[src/rtl/tlc_pkg.sv]
package tlc_pkg;
  typedef enum logic [1:0] {
    PH_HWY_GO   = 2'd0,
    PH_HWY_WARN = 2'd1,
    PH_FRM_GO   = 2'd2,
    PH_FRM_WARN = 2'd3
  } phase_t;

  localparam int NUM_ROADS = 2;
  localparam int ROAD_HWY  = 0;
  localparam int ROAD_FRM  = 1;
endpackage

[src/rtl/tlc_interval_timer.sv]
module tlc_interval_timer #(
  parameter int SHORT_CYCLES = 3,
  parameter int LONG_CYCLES  = 8
) (
  input  logic clk,
  input  logic rst_n,
  input  logic restart,
  output logic short_done,
  output logic long_done
);
  localparam int CW = $clog2(LONG_CYCLES + 1);
  localparam logic [CW-1:0] LIMIT = CW'(LONG_CYCLES);
  localparam logic [CW-1:0] SHORT_MARK = CW'(SHORT_CYCLES);

  logic [CW-1:0] ticks;

  always_ff @(posedge clk or negedge rst_n) begin
    if (!rst_n)            ticks <= '0;
    else if (restart)      ticks <= '0;
    else if (ticks != LIMIT) ticks <= ticks + 1'b1;
  end

  assign short_done = (ticks >= SHORT_MARK);
  assign long_done  = (ticks >= LIMIT);

  initial begin
    if (LONG_CYCLES <= SHORT_CYCLES) $error("LONG_CYCLES must exceed SHORT_CYCLES");
  end


  restart_clear_chk: assert property (@(posedge clk) disable iff (!rst_n)
    restart |=> (ticks == '0));

  saturate_chk: assert property (@(posedge clk) disable iff (!rst_n)
    (!restart && long_done) |=> long_done);

  no_overflow_chk: assert property (@(posedge clk) disable iff (!rst_n)
    ticks <= LIMIT);
endmodule

[src/rtl/tlc_phase_fsm.sv]
module tlc_phase_fsm
  import tlc_pkg::*;
(
  input  logic   clk,
  input  logic   rst_n,
  input  logic   car_waiting,
  input  logic   short_done,
  input  logic   long_done,
  output phase_t phase,
  output logic   restart
);
  phase_t phase_nxt;

  always_comb begin
    phase_nxt = phase;
    unique case (phase)
      PH_HWY_GO:   if (long_done && car_waiting)  phase_nxt = PH_HWY_WARN;
      PH_HWY_WARN: if (short_done)                phase_nxt = PH_FRM_GO;
      PH_FRM_GO:   if (long_done || !car_waiting) phase_nxt = PH_FRM_WARN;
      PH_FRM_WARN: if (short_done)                phase_nxt = PH_HWY_GO;
      default:                                    phase_nxt = PH_HWY_GO;
    endcase
  end

  assign restart = (phase_nxt != phase);

  always_ff @(posedge clk or negedge rst_n) begin
    if (!rst_n) phase <= PH_HWY_GO;
    else        phase <= phase_nxt;
  end


  hwy_hold_chk: assert property (@(posedge clk) disable iff (!rst_n)
    (phase == PH_HWY_GO && !car_waiting) |=> (phase == PH_HWY_GO));

  hwy_warn_exit_chk: assert property (@(posedge clk) disable iff (!rst_n)
    (phase == PH_HWY_WARN && short_done) |=> (phase == PH_FRM_GO));

  frm_leave_chk: assert property (@(posedge clk) disable iff (!rst_n)
    (phase == PH_FRM_GO && !car_waiting) |=> (phase == PH_FRM_WARN));

  frm_warn_exit_chk: assert property (@(posedge clk) disable iff (!rst_n)
    (phase == PH_FRM_WARN && short_done) |=> (phase == PH_HWY_GO));
endmodule

[src/rtl/tlc_lamp_decode.sv]
module tlc_lamp_decode
  import tlc_pkg::*;
(
  input  logic   clk,
  input  logic   rst_n,
  input  phase_t phase,
  output logic [2:0] hwy_lamps,
  output logic [2:0] frm_lamps
);
  // Per road: bit 2 green, bit 1 yellow, bit 0 red.
  logic [2:0] lamps [NUM_ROADS];

  for (genvar r = 0; r < NUM_ROADS; r++) begin : g_road
    localparam phase_t GO   = (r == ROAD_HWY) ? PH_HWY_GO   : PH_FRM_GO;
    localparam phase_t WARN = (r == ROAD_HWY) ? PH_HWY_WARN : PH_FRM_WARN;
    always_comb begin
      lamps[r][2] = (phase == GO);
      lamps[r][1] = (phase == WARN);
      lamps[r][0] = (phase != GO) && (phase != WARN);
    end
  end

  assign hwy_lamps = lamps[ROAD_HWY];
  assign frm_lamps = lamps[ROAD_FRM];


  one_lamp_hwy_chk: assert property (@(posedge clk) disable iff (!rst_n)
    $countones(hwy_lamps) == 1);

  one_lamp_frm_chk: assert property (@(posedge clk) disable iff (!rst_n)
    $countones(frm_lamps) == 1);

  cross_red_chk: assert property (@(posedge clk) disable iff (!rst_n)
    hwy_lamps[0] == (frm_lamps[2] || frm_lamps[1]));
endmodule

[src/rtl/tlc_intersection.sv]
module tlc_intersection
  import tlc_pkg::*;
#(
  parameter int SHORT_CYCLES = 3,
  parameter int LONG_CYCLES  = 8
) (
  input  logic clk,
  input  logic rst_n,
  input  logic car_waiting,
  output logic hwy_green,
  output logic hwy_yellow,
  output logic hwy_red,
  output logic farm_green,
  output logic farm_yellow,
  output logic farm_red
);
  phase_t     phase;
  logic       restart;
  logic       short_done;
  logic       long_done;
  logic [2:0] hwy_lamps;
  logic [2:0] frm_lamps;

  tlc_interval_timer #(
    .SHORT_CYCLES(SHORT_CYCLES),
    .LONG_CYCLES (LONG_CYCLES)
  ) u_timer (
    .clk       (clk),
    .rst_n     (rst_n),
    .restart   (restart),
    .short_done(short_done),
    .long_done (long_done)
  );

  tlc_phase_fsm u_fsm (
    .clk        (clk),
    .rst_n      (rst_n),
    .car_waiting(car_waiting),
    .short_done (short_done),
    .long_done  (long_done),
    .phase      (phase),
    .restart    (restart)
  );

  tlc_lamp_decode u_lamps (
    .clk      (clk),
    .rst_n    (rst_n),
    .phase    (phase),
    .hwy_lamps(hwy_lamps),
    .frm_lamps(frm_lamps)
  );

  assign {hwy_green, hwy_yellow, hwy_red}    = hwy_lamps;
  assign {farm_green, farm_yellow, farm_red} = frm_lamps;


  lamps_steady_chk: assert property (@(posedge clk) disable iff (!rst_n)
    $stable(phase) |-> $stable(hwy_lamps) && $stable(frm_lamps));
endmodule

[config.mk]
export PLATFORM = sky130hd
export DESIGN_NAME = tlc_intersection
export DESIGN_NICKNAME = d
export VERILOG_FILES = /design/src/rtl/tlc_pkg.sv /design/src/rtl/tlc_interval_timer.sv /design/src/rtl/tlc_phase_fsm.sv /design/src/rtl/tlc_lamp_decode.sv /design/src/rtl/tlc_intersection.sv
export SDC_FILE = /design/constraint.sdc
export NUM_CORES = 1
export LEC_CHECK = 0
export ABC_AREA = 1
export BUFFER_PORTS_ARGS = -buffer_cell sky130_fd_sc_hd__buf_2
export CAP_MARGIN = 20
export CORE_AREA = 5 5 42 44
export CTS_CLUSTER_SIZE = 40
export DETAILED_ROUTE_END_ITERATION = 10
export DIE_AREA = 0 0 47 49
export PLACE_DENSITY = 0.56
export SLEW_MARGIN = 20
export SYNTH_ARGS = -nofsm -noshare
export SYNTH_HDL_FRONTEND = slang
export SYNTH_HIERARCHICAL = 1
export SYNTH_SLANG_ARGS = --single-unit
[constraint.sdc]
create_clock -name clk -period 2.2 [get_ports clk]
set_input_delay 0.22 -clock clk [delete_from_list [all_inputs] [get_ports clk]]
set_output_delay 0.22 -clock clk [all_outputs]
set_load 0.1 [all_outputs]
# After elaboration in Yosys (flattened, before gate mapping)
# Cells that the tools add are included.
# word_totals
regBits	6
out_inout_bits	6
word_cells	28
# classes
add_sub_neg	1
n_lt_le_gt_ge	2
n_eq_ne	8
mux	7
reduce_logical	8
# op_table
cell	n
2-bit 2-to-1 mux	4
4-bit 2-to-1 mux	2
2-bit one-hot mux with 4 select lines	1
4-bit by 1-bit adder with 4-bit output, second input constant	1
2-bit equality test, second input constant	2
4-bit by 2-bit greater-or-equal comparator with 1-bit output, second input constant	1
4-bit greater-or-equal comparator, second input constant	1
2-bit inequality test, second input constant	2
4-bit inequality test, second input constant	1
2-bit nonzero test	2
1-bit logical AND	3
2-bit by 1-bit equality test with 1-bit output, second input constant	1
2-bit zero test	1
2-bit by 1-bit inequality test with 1-bit output, second input constant	1
2-bit inequality test	1
1-bit zero test	1
1-bit logical OR	1

# Depth between registers and ports, before layout
# logic_depth
ltp_word	6
mapped_depth	9
ltp_nobuf	9

# Hierarchy
# Netlist, hierarchy kept.
# modules_own_cells
module	n_inst	cells_each	area_per_inst_um2
tlc_interval_timer	1	33	245.2
tlc_phase_fsm	1	14	103.8
tlc_lamp_decode	1	8	32.5

# Worst setup path after synthesis
# OpenSTA, ideal clock, no wires.
# synth_path
path_kind	register to output
startpoint	reg u_fsm.phase[0]
endpoint	out hwy_yellow
arrival_ns	1.706
required_ns	1.980
path_slack_ns	0.274
path_stages_with_launch	3
path_cell_list	dfrtp_1 -> inv_1 -> nor2_1
# synth_between
elab_chain_cells	1
# synth_lines
element	line	rtl
start: declaration	tlc_phase_fsm.sv:9	output phase_t phase,
start signal: assignment	tlc_phase_fsm.sv:29	else phase <= phase_nxt;
2-bit by 1-bit equality test with 1-bit output	tlc_lamp_decode.sv:18	lamps[r][1] = (phase == WARN);
end: declaration	tlc_intersection.sv:11	output logic hwy_yellow,
# Every way passes these cells.

# Worst setup path after layout
# layout_path
startpoint	reg u_timer.ticks[0]
endpoint	reg u_timer.ticks[1]
# layout_rtl
element	line	rtl
start: declaration	tlc_interval_timer.sv:15	logic [CW-1:0] ticks;
start signal: assignment	tlc_interval_timer.sv:20	else if (ticks != LIMIT) ticks <= ticks + 1'b1;
4-bit by 2-bit greater-or-equal comparator with 1-bit output (*)	tlc_interval_timer.sv:23	assign short_done = (ticks >= SHORT_MARK);
via short_done	tlc_intersection.sv:19	logic short_done;
2-bit 2-to-1 mux, on equally long branches	tlc_phase_fsm.sv:20, tlc_phase_fsm.sv:18	
2-bit one-hot mux with 4 select lines (*)	tlc_phase_fsm.sv:16	unique case (phase)
2-bit inequality test (*)	tlc_phase_fsm.sv:25	assign restart = (phase_nxt != phase);
via restart	tlc_intersection.sv:18	logic restart;
4-bit 2-to-1 mux or 2-bit nonzero test (tied branches)	n/a	
# The timed path passes the listed nets; every way through them passes the cells marked *. The select of a mux whose other input is x is not followed.
# A chain may end at the register's enable or synchronous reset.

==> impl_metrics.csv <==
group,metric,value,unit
clock_tree,htree_levels,1,
synth,synth_commonest_cells,"15 x nand2_1, 10 x inv_1, 7 x nor2_1",
floorplan,die_h,49,µm
floorplan,design.core.area,1400,µm²
layout,nFillCells,161,
placed_design,placed_cell_area,434,µm²
clock_tree,clkTransAtPathRegs,50,ps
route,num_vias,354,
worst_setup_path,worstSetupStartpointType,"flop",
layout,fin_nets,72,
synth,syn_area,382,µm²
layout,fin_util,33.3,%
min_path,whs_path_depth,4,
route,wirelength,759,µm
clock_tree,cts_buffer_depth,2,
clock_tree,post_cts_buffers,0,
synth,syn_area_per_cell,6.94,µm²
route,wl_per_cell,9.37,µm
sta,rsz0062_at_grt,"no",
synth,synth_top_area_cell,"dfrtp_1",
floorplan,ioPinCount,9,
floorplan,fp.dieW,47,µm
sta,fin_worst_skew,2.96,ps
grt,grt_max_degree,9,
sta,tightest_slew,487,ps
grt,grt_pass1_vias,307,
clock_tree,cts_resized,0,
grt,grt_use_total,7.64,%
min_path,worstHoldPathType,"in2reg",
sta,slew-limit-headroom,67.8,%
layout,fin_area,467,µm²
clock_tree,cts_inserted_buffers,3,
sta,hold_violations,0,
sta,fmax,533,MHz
sta,setup_viol,0,
layout,drive_gt1_share,20.0,%
synth,synth.area.top_cells,"dfrtp_1 39%, nand2_1 15%, inv_1 9.8%",
sta,fin_setup_tns,0,ps
worst_setup_path,path_class,"reg2reg",
route,drtIter0Drc,8,
clock_tree,clock_sinks,6,
layout,antenna_cells,0,
floorplan,rows,14,
route,vias_per_cell,4.37,
run,maxCapViolations,0,
sta,drv_slew,0,
sta,min_period_over_period,85.3,%
synth,synth-edff-count,0,
worst_setup_path,worstPathArrival,2010,ps
worst_setup_path,worstPathRequired,2330,ps
placed_design,gp_congestion,0.674,
synth,synth_cell_types,14,
placed_design,io_buffer_count,8,
route,drc_errors,0,
synth,synth_top_area_share,39.3,%
clock_tree,cts_tree,"yes",
worst_setup_path,crit_fanout,6,
synth,synthCells,55,
synth,ys_seq_area_share,39.3,%
layout,area_delta_synth_final,22.3,%
clock_tree,clock-root-buffer,"clkbuf_4",
grt,antenna_found_initial,0,
sta,finalWorstPathRequiredPeriod,1880,ps
status,status,"finished, final reports clean",
synth,yosysWarnings,6,
route,drt_first_pass_iters,4,
synth,synth.most_common_cell,"nand2_1",
clock_tree,worst_skew_pair.late_latency,240,ps
floorplan,start_util,27.2,%
synth,async_reset_ff_share,100,%
route,detail-route-antenna-nets,0,
grt,grt_pass1_wl,1260,µm
placed_design,hpwl,587,µm
worst_setup_path,worstRegToRegCells,9,
synth,synth_flop_cell,"dfrtp_1",
worst_setup_path,worst_setup_path_end_kind,"flop",
synth,ys_ff_latch,6,
floorplan,die_area,2300,µm²
synth,syn_nets,60,
sta,hold_ws,288,ps
grt,grt.overflow.total,0,
-- cell families (layout without fill, tap and decap cells) --
family                   Yosys count  in the layout  synth area share (%)
flip-flops                         6              6                  39.3
AO/OA/AOI/OAI                      1              1                  1.97
XOR/XNOR                           1              1                  2.30
adder cells (fa/ha/maj)            2              2                  6.56
AND/OR/NAND/NOR                   32             32                  37.1
buffers and inverters             13             23                  12.8
-- stage by stage --
step	std cells	worst slack, ps
after floorplan	55	274
after global placement	77	352
after detailed placement	77	325
after CTS	81	314
after global routing	81	180
final	81	324
-- path summary, 6_finish.rpt --
check	from	endpoint	slack [ps]
max	u_timer/ticks[0]	u_timer/ticks[1]	320
min	car_waiting	u_fsm/phase[0]	290
max reg2reg	u_timer/ticks[0]	u_timer/ticks[1]	320
min reg2reg	u_timer/ticks[2]	u_timer/ticks[2]	620
max in group asynchronous	rst_n	u_timer/ticks[1]	1720
min in group asynchronous	rst_n	u_fsm/phase[1]	330
-- timing repair --
action	CTS	global route
endpoints found under the setup margin	0	0
hold buffers	1	0
hold endpoints to repair	6	0
-- cells in the final DEF, fill, tap and decap left out --
cell            n
nand3_1         3
nand2_1        15
xor2_1          1
o21bai_1        1
or2_0           1
clkbuf_4        3
or2_1           2
dfrtp_1         6
nor2_1          7
inv_1          10
nand4_1         3
buf_2           8
ha_1            2
inv_2           1
nor2_2          1
dlygate4sd3_1   1
-- worst max-delay path: stages (launching register included) --
cell	delay, ps
dfrtp_1	440
ha_1	230
or2_1	220
or2_1	220
nand2_1	100
nand2_1	130
nor2_1	190
nand3_1	120
nand2_1	80
nand2_1	40
-- flip-flops by register name, summed over array words and instances, names as in the netlist --
name,count
u_timer/ticks,4
u_fsm/phase,2
-- final cells by class --
| cell class | count | area, µm² | area share (%) |
|---|---|---|---|
| multi-input cells | 36 | 183 | 39.1 |
| inverters | 11 | 41.3 | 8.85 |
| clock buffers | 3 | 22.5 | 4.83 |
| flip-flops and latches | 6 | 150 | 32.2 |
| repair buffers | 9 | 50.0 | 10.7 |
| well taps | 16 | 20.0 | 4.29 |
-- metal layers --
metal | up-vias | wire (µm) | track usage, %
met5 | - | 0 | 0
met4 | 0 | 0 | 4.15
met3 | 0 | 59 | 3.32
met2 | 8 | 350 | 11.1
met1 | 161 | 349 | 9.13
li1 | 185 | - | -
Power is left out: the tool's default activity adds up to more than one toggle a clock period on the data nets, which glitch-free logic cannot reach.
